[src/rtl/clkgate_pkg.sv]
package clkgate_pkg;
  // Synchronized request bundle, all active low
  typedef struct packed {
    logic pwrdn_n;
    logic cpu_stop_n;
    logic pci_stop_n;
  } req_t;

  localparam int unsigned REQ_W = $bits(req_t);
endpackage

[src/rtl/req_sync.sv]
module req_sync #(
  parameter int unsigned W      = 3,
  parameter int unsigned STAGES = 2
) (
  input  logic         clk,
  input  logic         rst_n,
  input  logic [W-1:0] d,
  output logic [W-1:0] q
);
  logic [W-1:0] stg_q [STAGES];
  logic [W-1:0] stg_d [STAGES];

  always_comb begin
    stg_d[0] = d;
    for (int s = 1; s < STAGES; s++) stg_d[s] = stg_q[s-1];
  end

  genvar gs;
  generate
    for (gs = 0; gs < STAGES; gs++) begin : g_stage
      always_ff @(posedge clk or negedge rst_n) begin
        if (!rst_n) stg_q[gs] <= '1;
        else        stg_q[gs] <= stg_d[gs];
      end
    end
  endgenerate

  assign q = stg_q[STAGES-1];
endmodule

[src/rtl/pd_qualify.sv]
module pd_qualify (
  input  logic clk,
  input  logic rst_n,
  input  logic pd_sync_n,
  output logic pd_active
);
  logic low_seen_q, low_seen_d;
  logic active_q, active_d;

  always_comb begin
    low_seen_d = !pd_sync_n;
    active_d   = !pd_sync_n && low_seen_q;
  end

  always_ff @(posedge clk or negedge rst_n) begin
    if (!rst_n) begin
      low_seen_q <= 1'b0;
      active_q   <= 1'b0;
    end else begin
      low_seen_q <= low_seen_d;
      active_q   <= active_d;
    end
  end

  assign pd_active = active_q;
endmodule

[src/rtl/gate_cell.sv]
module gate_cell (
  input  logic clk,
  input  logic rst_n,
  input  logic raw,
  input  logic want,
  output logic gout
);
  logic en_q, en_d;
  logic upd;

  assign upd = !raw;

  always_comb begin
    en_d = en_q;
    if (upd) en_d = want;
  end

  always_ff @(posedge clk or negedge rst_n) begin
    if (!rst_n) en_q <= 1'b0;
    else        en_q <= en_d;
  end

  assign gout = raw & en_q;
endmodule

[src/rtl/clkgate_ctrl.sv]
module clkgate_ctrl
  import clkgate_pkg::*;
#(
  parameter int unsigned     NCLK          = 8,
  parameter logic [NCLK-1:0] CPU_STOP_MASK = 8'b0000_0010,
  parameter logic [NCLK-1:0] PCI_STOP_MASK = 8'b0001_1000,
  parameter logic [NCLK-1:0] NO_EN_MASK    = 8'b0100_0000,
  parameter int unsigned     SYNC_STAGES   = 2
) (
  input  logic            clk,
  input  logic            rst_n,
  input  logic            pwrdn_n,
  input  logic            cpu_stop_n,
  input  logic            pci_stop_n,
  input  logic [NCLK-1:0] cfg_en,
  input  logic [NCLK-1:0] raw_clk,
  output logic [NCLK-1:0] gclk,
  output logic            pll_en
);
  req_t req_raw, req_s;
  logic pd_active;
  logic cpu_stop, pci_stop;
  logic [NCLK-1:0] want;

  assign req_raw = '{pwrdn_n: pwrdn_n, cpu_stop_n: cpu_stop_n, pci_stop_n: pci_stop_n};

  req_sync #(.W(REQ_W), .STAGES(SYNC_STAGES)) u_sync (
    .clk(clk), .rst_n(rst_n), .d(req_raw), .q(req_s)
  );

  pd_qualify u_pdq (
    .clk(clk), .rst_n(rst_n), .pd_sync_n(req_s.pwrdn_n), .pd_active(pd_active)
  );

  assign cpu_stop = !req_s.cpu_stop_n;
  assign pci_stop = !req_s.pci_stop_n;
  assign pll_en   = !pd_active;

  genvar gi;
  generate
    for (gi = 0; gi < NCLK; gi++) begin : g_out
      always_comb begin
        want[gi] = !pd_active
                 && (cfg_en[gi] || NO_EN_MASK[gi])
                 && !(cpu_stop && CPU_STOP_MASK[gi])
                 && !(pci_stop && PCI_STOP_MASK[gi]);
      end

      gate_cell u_gate (
        .clk(clk), .rst_n(rst_n), .raw(raw_clk[gi]),
        .want(want[gi]), .gout(gclk[gi])
      );
    end
  endgenerate
endmodule

[config.mk]
export PLATFORM = sky130hd
export DESIGN_NAME = clkgate_ctrl
export DESIGN_NICKNAME = d
export VERILOG_FILES = /design/src/rtl/clkgate_pkg.sv /design/src/rtl/req_sync.sv /design/src/rtl/pd_qualify.sv /design/src/rtl/gate_cell.sv /design/src/rtl/clkgate_ctrl.sv
export SDC_FILE = /design/constraint.sdc
export NUM_CORES = 1
export LEC_CHECK = 0
export ABC_AREA = 1
export BUFFER_PORTS_ARGS = -buffer_cell sky130_fd_sc_hd__buf_2
export CAP_MARGIN = 20
export CORE_AREA = 2 2 45 47
export DETAILED_ROUTE_END_ITERATION = 8
export DIE_AREA = 0 0 47 49
export PLACE_DENSITY = 0.65
export SYNTH_ARGS = -nofsm -noshare
export SYNTH_HDL_FRONTEND = slang
export SYNTH_SLANG_ARGS = --single-unit
[constraint.sdc]
create_clock -name clk -period 1 [get_ports clk]
set_clock_uncertainty 0.2 [all_clocks]
set_input_delay 0.25 -clock clk [delete_from_list [all_inputs] [get_ports clk]]
set_output_delay 0.25 -clock clk [all_outputs]
set_load 0.01 [all_outputs]
; ---- After elaboration in Yosys (flattened, before gate mapping)
; Index checks and enable logic that the tools add are counted.
[word_totals]
register_bits = 16
latch_bits = 0
mem_bits_rw = 0
romBits = 0
in_bits = 21
output_inout_bits = 9
elab_cells = 33
memories = 0
[classes]
addsub = 0
mul = 0
div = 0
order_cmp = 0
eq_ne = 0
shifts = 0
mux = 0
bitwise_logic = 8
n_reduce_logical = 13
[op_table]
columns = op, n
row1 = logical AND 1 bit, 11
row2 = AND 1 bit, 8
row3 = zero test 1 bit, 2

; ---- Longest topological paths before layout
; Gate-level depths: netlist (run 1).
[logic_depth]
ltp_word = 3
mapped_depth = 4
depth_no_buf = 4

; ---- Modules after synthesis
; A second synthesis (run 1) with hierarchy kept.
[hier_totals]
cells_unflattened = 75
area_unflattened_um2 = 634.4
[by_module_without_submodules]
columns = mod, instances, cells_per_inst, area_each_um2, seq_area_each_um2
row1 = gate_cell, 8, 6, 43.8, 25.0
row2 = req_sync, 1, 6, 157.7, 157.7
row3 = pd_qualify, 1, 5, 63.8, 50.0
row4 = clkgate_ctrl, 1, 16, 62.6, 0.0

; ---- Least setup slack after synthesis (run 1)
; OpenSTA, ideal clock, no wires.
[synth_path]
path_type = reg-to-output
start = reg u_pdq.active_q, in the netlist u_pdq.pd_active
end = out pll_en
arrival_time_ps = 578
required_ps = 550
slack_ps = -28
stages_incl_launch_ff = 3
n_path_buf = 1
cell_sequence = dfrtp_1 clkbuf_2 inv_1
[synth_between]
elab_chain_len = 1
[synth_rtl]
columns = item, line
row1 = "start, declared", pd_qualify.sv:8  ; logic active_q, active_d;
row2 = "start signal, assigned", pd_qualify.sv:21  ; active_q <= active_d;
row3 = zero test 1 bit, clkgate_ctrl.sv:37  ; assign pll_en = !pd_active;
row4 = "end, declared", clkgate_ctrl.sv:18  ; output logic pll_en
; No other way between the ends.

; ---- Worst setup path after layout (run 1)
[layout_path]
start = reg g_out[5].u_gate.en_q
end = out gclk[5]
[layout_between]
elab_chain_len = 1
[layout_rtl]
columns = item, line
row1 = "start, declared", gate_cell.sv:8  ; logic en_q, en_d;
row2 = "start signal, assigned", gate_cell.sv:20  ; else en_q <= en_d;
row3 = AND 1 bit, gate_cell.sv:23  ; assign gout = raw & en_q;
row4 = "end, declared", clkgate_ctrl.sv:17  ; output logic [NCLK-1:0] gclk,
; No other way between the ends.

==> run_summary.xml, run 1 <==
<?xml version="1.0" encoding="UTF-8"?>
<metrics>
  <group name="run_status">
    <metric name="status" unit="">finished with violations</metric>
    <metric name="violations" unit="">negative hold slack, negative setup slack</metric>
  </group>
  <group name="sta">
    <metric name="post-route-min-period" unit="ns">1.34</metric>
    <metric name="hold_slack" unit="ns">-0.0403</metric>
    <metric name="timing.final.setup_violations" unit="">17</metric>
    <metric name="worst_pin_slew" unit="ns">0.344</metric>
    <metric name="unrepaired_setup_endpoints_after_global_routing" unit="">yes</metric>
    <metric name="post-route-period-util" unit="">1.34</metric>
    <metric name="slew_violations" unit="">0</metric>
    <metric name="timing.slew.headroom" unit="">0.771</metric>
    <metric name="timing.final.hold_violations" unit="">4</metric>
    <metric name="fmaxAchievable" unit="GHz">0.746</metric>
    <metric name="final_setup_margin" unit="ns">-0.340</metric>
  </group>
  <group name="routing">
    <metric name="antenna_violating_nets_post_route" unit="">0</metric>
    <metric name="drt-pass1-iter-count" unit="">2</metric>
    <metric name="route.vias.total" unit="">551</metric>
    <metric name="wirelength" unit="mm">1.23</metric>
    <metric name="remaining_drc_errors" unit="">0</metric>
    <metric name="detail_route.vias_per_cell" unit="">3.91</metric>
    <metric name="routed_wire_length_per_instance" unit="um">8.70</metric>
    <metric name="drt-initial-drc-count" unit="">4</metric>
  </group>
  <group name="finish">
    <metric name="multiInputGateArea" unit="sq um">178</metric>
    <metric name="layout-drive-gt1-share" unit="">0.561</metric>
    <metric name="layout.nets" unit="">136</metric>
    <metric name="seq_area" unit="sq um">409</metric>
    <metric name="final_design_area_no_fill" unit="sq mm">0.00102</metric>
    <metric name="n_antenna_cell" unit="">0</metric>
    <metric name="final_util" unit="">0.554</metric>
    <metric name="final.fill_count" unit="">177</metric>
    <metric name="area_growth_syn_to_layout" unit="%">55.4</metric>
  </group>
  <group name="global_routing">
    <metric name="maximum_number_of_pins_on_one_net_before_global_route_repair" unit="">17</metric>
    <metric name="grt_remaining_overflow" unit="">0</metric>
    <metric name="first_global_vias" unit="">458</metric>
    <metric name="grtUsageTotal" unit="">0.112</metric>
    <metric name="initial_antenna_violation_count" unit="">0</metric>
    <metric name="global_route_wire_length_before_repair" unit="mm">1.73</metric>
  </group>
  <group name="logic_synthesis">
    <metric name="yosysUniqueCellTypes" unit="">9</metric>
    <metric name="seq_area_frac_synth" unit="">0.621</metric>
    <metric name="synthTopCellsByArea" unit="">dfrtp_1 (38%), dfstp_2 (24%), nand2_1 (13%), buf_4 (9.1%), inv_1 (8.6%)</metric>
    <metric name="synth-seq-cells" unit="">16</metric>
    <metric name="synth_area_per_cell" unit="sq um">9.00</metric>
    <metric name="syn_inst" unit="">73</metric>
    <metric name="syn-num-nets" unit="">94</metric>
    <metric name="netlist.area_leader.share" unit="">0.381</metric>
    <metric name="synth_warnings" unit="">0</metric>
    <metric name="netlist_area" unit="sq um">657</metric>
    <metric name="yosysTopAreaCell" unit="">dfrtp_1</metric>
  </group>
  <group name="min_path">
    <metric name="worst_hold_path_type" unit="">input port to flip-flop</metric>
    <metric name="min_path_cells" unit="">2</metric>
    <metric name="worstHoldStart" unit="">raw_clk[6]</metric>
  </group>
  <group name="placement">
    <metric name="place.gp.congestion" unit="">0.560</metric>
    <metric name="dpl-instance-area" unit="sq um">818</metric>
    <metric name="pre_cts_slack" unit="ns">-0.0818</metric>
    <metric name="place.detailed.hpwl" unit="um">787</metric>
    <metric name="port_buffers" unit="">28</metric>
  </group>
  <group name="floorplan">
    <metric name="die_w" unit="um">47</metric>
    <metric name="die_h" unit="um">49</metric>
    <metric name="dieArea" unit="sq mm">0.00230</metric>
    <metric name="design.core.area" unit="sq mm">0.00184</metric>
    <metric name="initial_core_util" unit="">0.357</metric>
    <metric name="number_of_i_o_pins" unit="">30</metric>
    <metric name="rows" unit="">16</metric>
  </group>
  <group name="clocking">
    <metric name="htree_levels" unit="">1</metric>
    <metric name="cts_made_buffers" unit="">3</metric>
    <metric name="clkTransAtPathRegs" unit="ns">0.09</metric>
    <metric name="clkLatencyLatePin" unit="ns">0.28</metric>
    <metric name="cts.root.buffer_cell" unit="">clkbuf_4</metric>
    <metric name="tritoncts" unit="">built</metric>
    <metric name="ctsLongestPathBuffers" unit="">2</metric>
    <metric name="cts_sinks" unit="">16</metric>
  </group>
  <group name="power">
    <metric name="power-per-cell-area" unit="mW/mm^2">1260</metric>
    <metric name="p_leak" unit="uW">0.000603</metric>
    <metric name="vdd_ir_drop_max" unit="mV">1.03</metric>
  </group>
  <group name="setup_path">
    <metric name="critical_path_class" unit="">flip-flop to output pin</metric>
    <metric name="critical_path_required" unit="ns">0.55</metric>
    <metric name="crit_start" unit="">g_out[5].u_gate.en_q</metric>
    <metric name="cp_startpoint_kind" unit="">flip-flop</metric>
    <metric name="crit_arrival" unit="ns">0.89</metric>
    <metric name="regToRegSetupSlack" unit="ns">-0.13</metric>
    <metric name="timing.critical_path.fanout_max" unit="">2</metric>
    <metric name="number_of_cells_on_the_worst_reg_to_reg_path" unit="">5</metric>
    <metric name="crit_path_end_kind" unit="">output pin</metric>
    <metric name="r2r_start" unit="">u_pdq.pd_active</metric>
  </group>
  <group name="run">
    <metric name="drv_cap" unit="">0</metric>
  </group>
</metrics>
## layer usage
layer,part of all wire,track usage,up-vias
li1,-,-,280
met1,0.36,0.0952,244
met5,0,0,-
met3,0.064,0.0704,6
met2,0.54,0.189,21
met4,0.041,0.0556,0
## synthesized netlist by cell type (all sizes together)
master	number
nand2	23
inv	15
dfrtp	10
nor2	9
buf	8
dfstp	6
clkbuf	1
o21ai	1
## area by class of cell
class,count,area share
clock buffer,4,0.0257
sequential,16,0.401
multi-input combinational,33,0.174
tap,27,0.0331
timing repair buffer,46,0.311
inverter,15,0.0551
## cells in the final DEF, fill, tap and decap left out, types with 3 or more instances in the layout
cell type       n
dlygate4sd3_1   5
nand2_1        20
buf_6           6
nand2_2         3
nor2_4          6
dfstp_2         6
inv_1          11
buf_4          10
dfrtp_1         9
nor2_1          3
buf_2          25
inv_2           4
clkbuf_4        3
## flip-flops by register name (all words and copies together) (netlist names)
register           cells
g_out.u_gate.en_q      8
u_pdq.low_seen_q       1
u_pdq.pd_active        1
u_sync.q               3
u_sync.stg_d           3
## through the flow
step | total power (uW) | hold WS, ns | instances | setup TNS [ns]
6_report | 1290 | -0.0403 | 141 | -3.56
5_1_grt | 1380 | -0.0540 | 141 | -4.49
4_1_cts | 1280 | -0.0465 | 140 | -3.77
3_5_place_dp | 888 | -0.0272 | 126 | -0.735
3_3_place_gp | 881 | -0.0242 | 126 | -0.409
2_1_floorplan | 830 | -0.246 | 73 | -0.0500
## what timing repair did
action | in CTS | in global routing
hold endpoints to repair | 24 | 5
pin swaps | 8 | 3
setup endpoints to repair | 16 | 17
gates resized for setup | 9 | 17
hold buffers | 4 | 1
buffers inserted | 6 | 1
## cell families after synthesis
| logic type | share of synthesized area |
|---|---|
| AND/OR/NAND/NOR | 0.187 |
| AO/OA/AOI/OAI | 0.00761 |
| buffers and inverters | 0.185 |
| flip-flops | 0.621 |
## critical path: stages (launching register included)
cell	delay, ns
dfrtp_1	0.39
nand2_2	0.08
inv_2	0.04
buf_6	0.11
## power breakdown
group	switching, uW	total, uW	internal, uW
logic	108	239	131
registers	14.8	715	700
clock network	182	337	155
## path summary, 6_finish.rpt
kind | to
setup / recovery | gclk[5]
hold / removal | g_out[6].u_gate.en_q
setup reg to reg | g_out[5].u_gate.en_q
hold reg to reg | u_sync.q[1]
max in group asynchronous | u_sync.stg_d[1]
min in group asynchronous | g_out[0].u_gate.en_q
Note: power is estimated with default switching activity, not from simulation.
==> run 2, diff against run 1 <==
- PLACE_DENSITY: 0.65 -> not set
- PLACE_DENSITY_LB_ADDON: not set -> 0.05
==> run 2 against run 1 <==
  * The run still ends with negative hold slack, negative setup slack left
  * Fmax down 0.37%
  * Cell count up 5.0%
  * Total power up 7.2%
  * Critical path depth unchanged
  * Combinational power up 6%
  * Sequential share of layout area down 2.2 points
  * Critical path type unchanged
  * Largest power group unchanged
==> run_summary.xml, run 2 (synthesized netlist as in run 1, its figures left out) <==
<?xml version="1.0" encoding="UTF-8"?>
<metrics>
  <group name="run_status">
    <metric name="status" unit="">finished with violations</metric>
    <metric name="violations" unit="">negative hold slack, negative setup slack</metric>
  </group>
  <group name="sta">
    <metric name="timing.slew.headroom" unit="">0.768</metric>
    <metric name="unrepaired_setup_endpoints_after_global_routing" unit="">yes</metric>
    <metric name="timing.final.hold_violations" unit="">3</metric>
    <metric name="worst_pin_slew" unit="ns">0.347</metric>
    <metric name="fmaxAchievable" unit="GHz">0.744</metric>
    <metric name="timing.final.setup_violations" unit="">16</metric>
    <metric name="post-route-min-period" unit="ns">1.34</metric>
    <metric name="slew_violations" unit="">0</metric>
    <metric name="hold_slack" unit="ns">-0.0533</metric>
    <metric name="post-route-period-util" unit="">1.34</metric>
    <metric name="final_setup_margin" unit="ns">-0.345</metric>
  </group>
  <group name="finish">
    <metric name="final.fill_count" unit="">181</metric>
    <metric name="multiInputGateArea" unit="sq um">169</metric>
    <metric name="layout-drive-gt1-share" unit="">0.595</metric>
    <metric name="top_register" unit="">g_out.u_gate.en_q</metric>
    <metric name="largest_reg_flops" unit="">8</metric>
    <metric name="mostFrequentLayoutCells" unit="">buf_2 (25), nand2_1 (19), buf_4 (15), inv_1 (12), dfrtp_1 (9)</metric>
    <metric name="area_growth_syn_to_layout" unit="%">64.6</metric>
    <metric name="n_antenna_cell" unit="">0</metric>
    <metric name="layout.nets" unit="">143</metric>
    <metric name="seq_area" unit="sq um">409</metric>
    <metric name="mostFrequentLayoutCell" unit="">buf_2</metric>
  </group>
  <group name="clocking">
    <metric name="hold_buffers" unit="">6</metric>
    <metric name="tritoncts" unit="">built</metric>
    <metric name="clkLatencyLatePin" unit="ns">0.28</metric>
    <metric name="htree_levels" unit="">1</metric>
    <metric name="cts.root.buffer_cell" unit="">clkbuf_4</metric>
    <metric name="clkTransAtPathRegs" unit="ns">0.09</metric>
    <metric name="ctsLongestPathBuffers" unit="">2</metric>
    <metric name="cts_sinks" unit="">16</metric>
    <metric name="cts_made_buffers" unit="">3</metric>
  </group>
  <group name="power">
    <metric name="cellInternalPower" unit="uW">1070</metric>
    <metric name="vdd_ir_drop_max" unit="mV">0.749</metric>
    <metric name="comb_power_share" unit="">0.183</metric>
    <metric name="p_leak" unit="uW">0.000641</metric>
    <metric name="power-per-cell-area" unit="mW/mm^2">1280</metric>
    <metric name="power_switching" unit="uW">315</metric>
    <metric name="power.switching_fraction" unit="">0.227</metric>
    <metric name="clock_power_share" unit="">0.300</metric>
    <metric name="sequential_cell_fraction_of_total_power" unit="">0.517</metric>
    <metric name="total_power" unit="uW">1380</metric>
  </group>
  <group name="setup_path">
    <metric name="crit_path_end_kind" unit="">output pin</metric>
    <metric name="max_stage_delay" unit="ns">0.39</metric>
    <metric name="cp_max_delay_cell" unit="">dfrtp_1</metric>
    <metric name="critical_path_cell_count" unit="">3</metric>
    <metric name="crit_start" unit="">g_out[5].u_gate.en_q</metric>
    <metric name="cp_startpoint_kind" unit="">flip-flop</metric>
    <metric name="r2r_start" unit="">u_pdq.pd_active</metric>
    <metric name="critical_path_required" unit="ns">0.55</metric>
    <metric name="crit_arrival" unit="ns">0.89</metric>
    <metric name="critPathTopFamily" unit="">flip-flops</metric>
    <metric name="crit_path_cell_trace" unit="">nand2_2 &gt; inv_2 &gt; buf_6</metric>
    <metric name="critical_path_class" unit="">flip-flop to output pin</metric>
    <metric name="number_of_cells_on_the_worst_reg_to_reg_path" unit="">5</metric>
    <metric name="worstPathBufferInverterCount" unit="">2</metric>
    <metric name="timing.critical_path.fanout_max" unit="">2</metric>
  </group>
  <group name="run">
    <metric name="drv_cap" unit="">0</metric>
  </group>
  <group name="min_path">
    <metric name="min_path_cells" unit="">2</metric>
    <metric name="worst_hold_path_type" unit="">input port to flip-flop</metric>
    <metric name="worstHoldStart" unit="">raw_clk[6]</metric>
  </group>
  <group name="global_routing">
    <metric name="initial_antenna_violation_count" unit="">0</metric>
    <metric name="grt.met2_usage" unit="">0.183</metric>
    <metric name="maximum_number_of_pins_on_one_net_before_global_route_repair" unit="">17</metric>
    <metric name="global_route_wire_length_before_repair" unit="mm">1.75</metric>
    <metric name="grt_remaining_overflow" unit="">0</metric>
    <metric name="met3_usage" unit="">0.0222</metric>
    <metric name="grt.busiest_layer" unit="">met2</metric>
    <metric name="grtUsageTotal" unit="">0.108</metric>
    <metric name="globalRouteMet1Util" unit="">0.115</metric>
    <metric name="first_global_vias" unit="">472</metric>
  </group>
  <group name="floorplan">
    <metric name="initial_core_util" unit="">0.357</metric>
    <metric name="rows" unit="">16</metric>
    <metric name="die_w" unit="um">47</metric>
    <metric name="number_of_i_o_pins" unit="">30</metric>
    <metric name="dieArea" unit="sq mm">0.00230</metric>
    <metric name="die_h" unit="um">49</metric>
    <metric name="design.core.area" unit="sq mm">0.00184</metric>
  </group>
  <group name="placement">
    <metric name="pre_cts_slack" unit="ns">-0.107</metric>
    <metric name="place.gp.congestion" unit="">0.572</metric>
    <metric name="place.detailed.hpwl" unit="um">752</metric>
    <metric name="port_buffers" unit="">28</metric>
  </group>
  <group name="routing">
    <metric name="remaining_drc_errors" unit="">0</metric>
    <metric name="routed_wire_length_per_instance" unit="um">7.70</metric>
    <metric name="route.vias.total" unit="">574</metric>
    <metric name="wirelength" unit="mm">1.14</metric>
    <metric name="detail_route.vias_per_cell" unit="">3.88</metric>
    <metric name="drt-pass1-iter-count" unit="">4</metric>
    <metric name="drt-initial-drc-count" unit="">4</metric>
    <metric name="antenna_violating_nets_post_route" unit="">0</metric>
  </group>
</metrics>
-- run 2: metal layers --
layer  vias up  part of all wire
li1        296                 -
met1       262              0.42
met2        14              0.53
met3         2             0.039
met4         0             0.011
met5         -                 0
-- run 2: metrics by stage --
step / TNS [ns] / instances / hold slack [ns] / utilization / cell area, sq um
floorplan: -0.0500 / 73 / -0.246 / - / 696
global placement: -0.568 / 130 / -0.0206 / 0.461 / 848
detailed placement: -0.638 / 130 / -0.0176 / 0.461 / 848
CTS: -3.95 / 146 / -0.0644 / 0.554 / 1020
global route: -4.48 / 148 / -0.0653 / 0.587 / 1080
finish: -3.67 / 148 / -0.0533 / 0.587 / 1080
-- run 2: final cells by class --
cell class	instances	share of cell area
flip-flops and latches	16	0.378
repair buffers	53	0.348
multi-input cells	33	0.156
inverters	15	0.0521
clock buffers	4	0.0336
well taps	27	0.0312
-- run 2: power by group through the flow --
stage | sequential (uW) | clock [uW] | combinational [uW]
finish | 715 | 415 | 253
global route | 719 | 461 | 283
CTS | 713 | 442 | 225
detailed placement | 726 | 0 | 172
global placement | 725 | 0 | 169
floorplan | 721 | 0 | 109
-- run 2: worst paths after layout --
| path | endpoint | slack [ns] |
|---|---|---|
| max | gclk[5] | -0.34 |
| max in group asynchronous | u_sync.stg_d[1] | 0.10 |
| min reg2reg | u_sync.q[2] | 0.16 |
| min | g_out[6].u_gate.en_q | -0.05 |
| min in group asynchronous | g_out[0].u_gate.en_q | 0.20 |
| max reg2reg | g_out[3].u_gate.en_q | -0.13 |
-- run 2: worst reg2reg max path, stage by stage, from the launching register on --
cell and delay [ns]:
dfrtp_2 0.43, buf_6 0.14, buf_6 0.12, nor2_4 0.08, nand2_1 0.05, nand2_1 0.05
-- run 2: what timing repair did --
item                       4_1_cts  5_1_grt
pin swaps                        8        5
setup endpoints to repair       16       17
hold endpoints to repair        24        3
gates resized for setup          9       15
buffers inserted                 6        2
==> run 3, diff against run 2 <==
- REMOVE_ABC_BUFFERS: not set -> 1
==> run 3 against run 2 <==
  * The flow still finishes with violations (negative hold slack, negative setup slack)
  * Sequential power about the same
  * Routed wire length increased by 3.3%
  * Die area unchanged
  * Critical path depth unchanged
  * Global-route usage increased by 0.83 points
  * Count of clock-buffer cells in the layout unchanged
  * Critical path type unchanged
==> run_summary.xml, run 3 (synthesized netlist as in run 1, its figures left out) <==
<?xml version="1.0" encoding="UTF-8"?>
<metrics>
  <group name="global_routing">
    <metric name="global_route_wire_length_before_repair" unit="mm">1.91</metric>
    <metric name="met3_usage" unit="">0.0333</metric>
    <metric name="first_global_vias" unit="">515</metric>
    <metric name="maximum_number_of_pins_on_one_net_before_global_route_repair" unit="">17</metric>
    <metric name="globalRouteMet1Util" unit="">0.137</metric>
    <metric name="grtUsageTotal" unit="">0.116</metric>
    <metric name="grt.met2_usage" unit="">0.187</metric>
    <metric name="initial_antenna_violation_count" unit="">0</metric>
    <metric name="grt_remaining_overflow" unit="">0</metric>
    <metric name="grt.busiest_layer" unit="">met2</metric>
  </group>
  <group name="routing">
    <metric name="remaining_drc_errors" unit="">0</metric>
    <metric name="route.vias.total" unit="">525</metric>
    <metric name="drt-initial-drc-count" unit="">5</metric>
    <metric name="antenna_violating_nets_post_route" unit="">0</metric>
    <metric name="routed_wire_length_per_instance" unit="um">8.35</metric>
    <metric name="wirelength" unit="mm">1.18</metric>
    <metric name="drt-pass1-iter-count" unit="">4</metric>
    <metric name="detail_route.vias_per_cell" unit="">3.72</metric>
  </group>
  <group name="run">
    <metric name="drv_cap" unit="">0</metric>
  </group>
  <group name="finish">
    <metric name="layout.nets" unit="">136</metric>
    <metric name="layout-drive-gt1-share" unit="">0.535</metric>
    <metric name="multiInputGateArea" unit="sq um">163</metric>
    <metric name="mostFrequentLayoutCell" unit="">buf_2</metric>
    <metric name="seq_area" unit="sq um">408</metric>
    <metric name="area_growth_syn_to_layout" unit="%">55.2</metric>
    <metric name="fin_cells" unit="">141</metric>
    <metric name="final.fill_count" unit="">179</metric>
    <metric name="n_antenna_cell" unit="">0</metric>
    <metric name="mostFrequentLayoutCells" unit="">buf_2 (25), nand2_1 (20), inv_1 (12), dfrtp_1 (10), buf_4 (8)</metric>
    <metric name="top_register" unit="">g_out.u_gate.en_q</metric>
    <metric name="largest_reg_flops" unit="">8</metric>
  </group>
  <group name="sta">
    <metric name="final_setup_margin" unit="ns">-0.357</metric>
    <metric name="unrepaired_setup_endpoints_after_global_routing" unit="">yes</metric>
    <metric name="post-route-min-period" unit="ns">1.36</metric>
    <metric name="fmaxAchievable" unit="GHz">0.737</metric>
    <metric name="timing.final.hold_violations" unit="">2</metric>
    <metric name="post-route-period-util" unit="">1.36</metric>
    <metric name="worst_pin_slew" unit="ns">0.350</metric>
    <metric name="slew_violations" unit="">0</metric>
    <metric name="timing.final.setup_violations" unit="">17</metric>
    <metric name="hold_slack" unit="ns">-0.0413</metric>
    <metric name="timing.slew.headroom" unit="">0.767</metric>
  </group>
  <group name="power">
    <metric name="p_leak" unit="uW">0.000605</metric>
    <metric name="power-per-cell-area" unit="mW/mm^2">1340</metric>
    <metric name="vdd_ir_drop_max" unit="mV">0.812</metric>
    <metric name="total_power" unit="uW">1360</metric>
  </group>
  <group name="floorplan">
    <metric name="rows" unit="">16</metric>
    <metric name="die_w" unit="um">47</metric>
    <metric name="dieArea" unit="sq mm">0.00230</metric>
    <metric name="number_of_i_o_pins" unit="">30</metric>
    <metric name="design.core.area" unit="sq mm">0.00184</metric>
    <metric name="die_h" unit="um">49</metric>
    <metric name="initial_core_util" unit="">0.357</metric>
  </group>
  <group name="clocking">
    <metric name="clkTransAtPathRegs" unit="ns">0.09</metric>
    <metric name="clkLatencyLatePin" unit="ns">0.28</metric>
    <metric name="cts_sinks" unit="">16</metric>
    <metric name="tritoncts" unit="">built</metric>
    <metric name="ctsLongestPathBuffers" unit="">2</metric>
    <metric name="cts.root.buffer_cell" unit="">clkbuf_4</metric>
    <metric name="htree_levels" unit="">1</metric>
    <metric name="hold_buffers" unit="">7</metric>
    <metric name="cts_made_buffers" unit="">3</metric>
  </group>
  <group name="setup_path">
    <metric name="max_stage_delay" unit="ns">0.37</metric>
    <metric name="timing.critical_path.fanout_max" unit="">2</metric>
    <metric name="crit_path_cell_trace" unit="">nand2_1 &gt; inv_1 &gt; buf_2</metric>
    <metric name="crit_arrival" unit="ns">0.91</metric>
    <metric name="cp_max_delay_cell" unit="">dfrtp_1</metric>
    <metric name="critical_path_class" unit="">flip-flop to output pin</metric>
    <metric name="critical_path_required" unit="ns">0.55</metric>
    <metric name="crit_path_end_kind" unit="">output pin</metric>
    <metric name="number_of_cells_on_the_worst_reg_to_reg_path" unit="">5</metric>
    <metric name="cp_startpoint_kind" unit="">flip-flop</metric>
  </group>
  <group name="run_status">
    <metric name="violations" unit="">negative hold slack, negative setup slack</metric>
    <metric name="status" unit="">finished with violations</metric>
  </group>
  <group name="placement">
    <metric name="place.gp.congestion" unit="">0.609</metric>
    <metric name="place.detailed.hpwl" unit="um">751</metric>
    <metric name="pre_cts_slack" unit="ns">-0.0494</metric>
    <metric name="total_placed_cells_including_tap_cells" unit="">126</metric>
    <metric name="port_buffers" unit="">28</metric>
  </group>
  <group name="min_path">
    <metric name="worst_hold_path_type" unit="">input port to flip-flop</metric>
    <metric name="min_path_cells" unit="">2</metric>
  </group>
</metrics>
## run 3: worst paths after layout
path,startpoint,to,slack [ns]
setup / recovery,g_out[5].u_gate.en_q,gclk[5],-0.36
min in group asynchronous,rst_n,g_out[0].u_gate.en_q,0.20
hold / removal,raw_clk[6],g_out[6].u_gate.en_q,-0.04
max in group asynchronous,rst_n,u_sync.stg_d[2],0.09
setup reg to reg,u_pdq.pd_active,g_out[7].u_gate.en_q,-0.12
hold reg to reg,u_sync.stg_d[0],u_sync.q[0],0.16
## run 3: metal layers
| layer | share of wire | wire length (um) | vias to the layer above |
|---|---|---|---|
| met4 | 0 | 0 | 0 |
| li1 | - | - | 279 |
| met2 | 0.51 | 596 | 13 |
| met3 | 0.033 | 39 | 0 |
| met5 | 0 | 0 | - |
| met1 | 0.46 | 541 | 233 |
## run 3: report_power, final
group	switching, uW	total [uW]	internal [uW]	leakage [uW]
combinational	101	228	127	0.000395
sequential	14.6	714	700	0.000189
clock	201	422	221	0.0000210
## run 3: timing repair
item,CTS,global route
resized for setup,6,16
cloned,0,0
setup endpoints to repair,16,17
hold endpoints to repair,24,2
buffers inserted,3,2
pin swaps,3,7
## run 3: layout make-up
class / instances / area share
Clock buffer: 4 / 0.0356
Inverter: 15 / 0.0552
Multi-Input combinational cell: 33 / 0.160
Sequential cell: 16 / 0.400
Tap cell: 27 / 0.0331
Timing Repair Buffer: 46 / 0.317
## run 3: per-stage QoR
step	TNS, ns	util	area [sq um]	hold slack (ns)
2_1_floorplan	0	-	592	-0.246
3_3_place_gp	-0.444	0.444	818	-0.0186
3_5_place_dp	-0.543	0.444	818	-0.0152
4_1_cts	-3.89	0.524	966	-0.0674
5_1_grt	-4.67	0.554	1020	-0.0470
6_report	-3.64	0.554	1020	-0.0413
## run 3: worst max-delay path: cells and delay by family, from the launching register on
kind	cells	cell delay [ns]
buf+inv	2	0.17
flops	1	0.37
simple gates	1	0.08
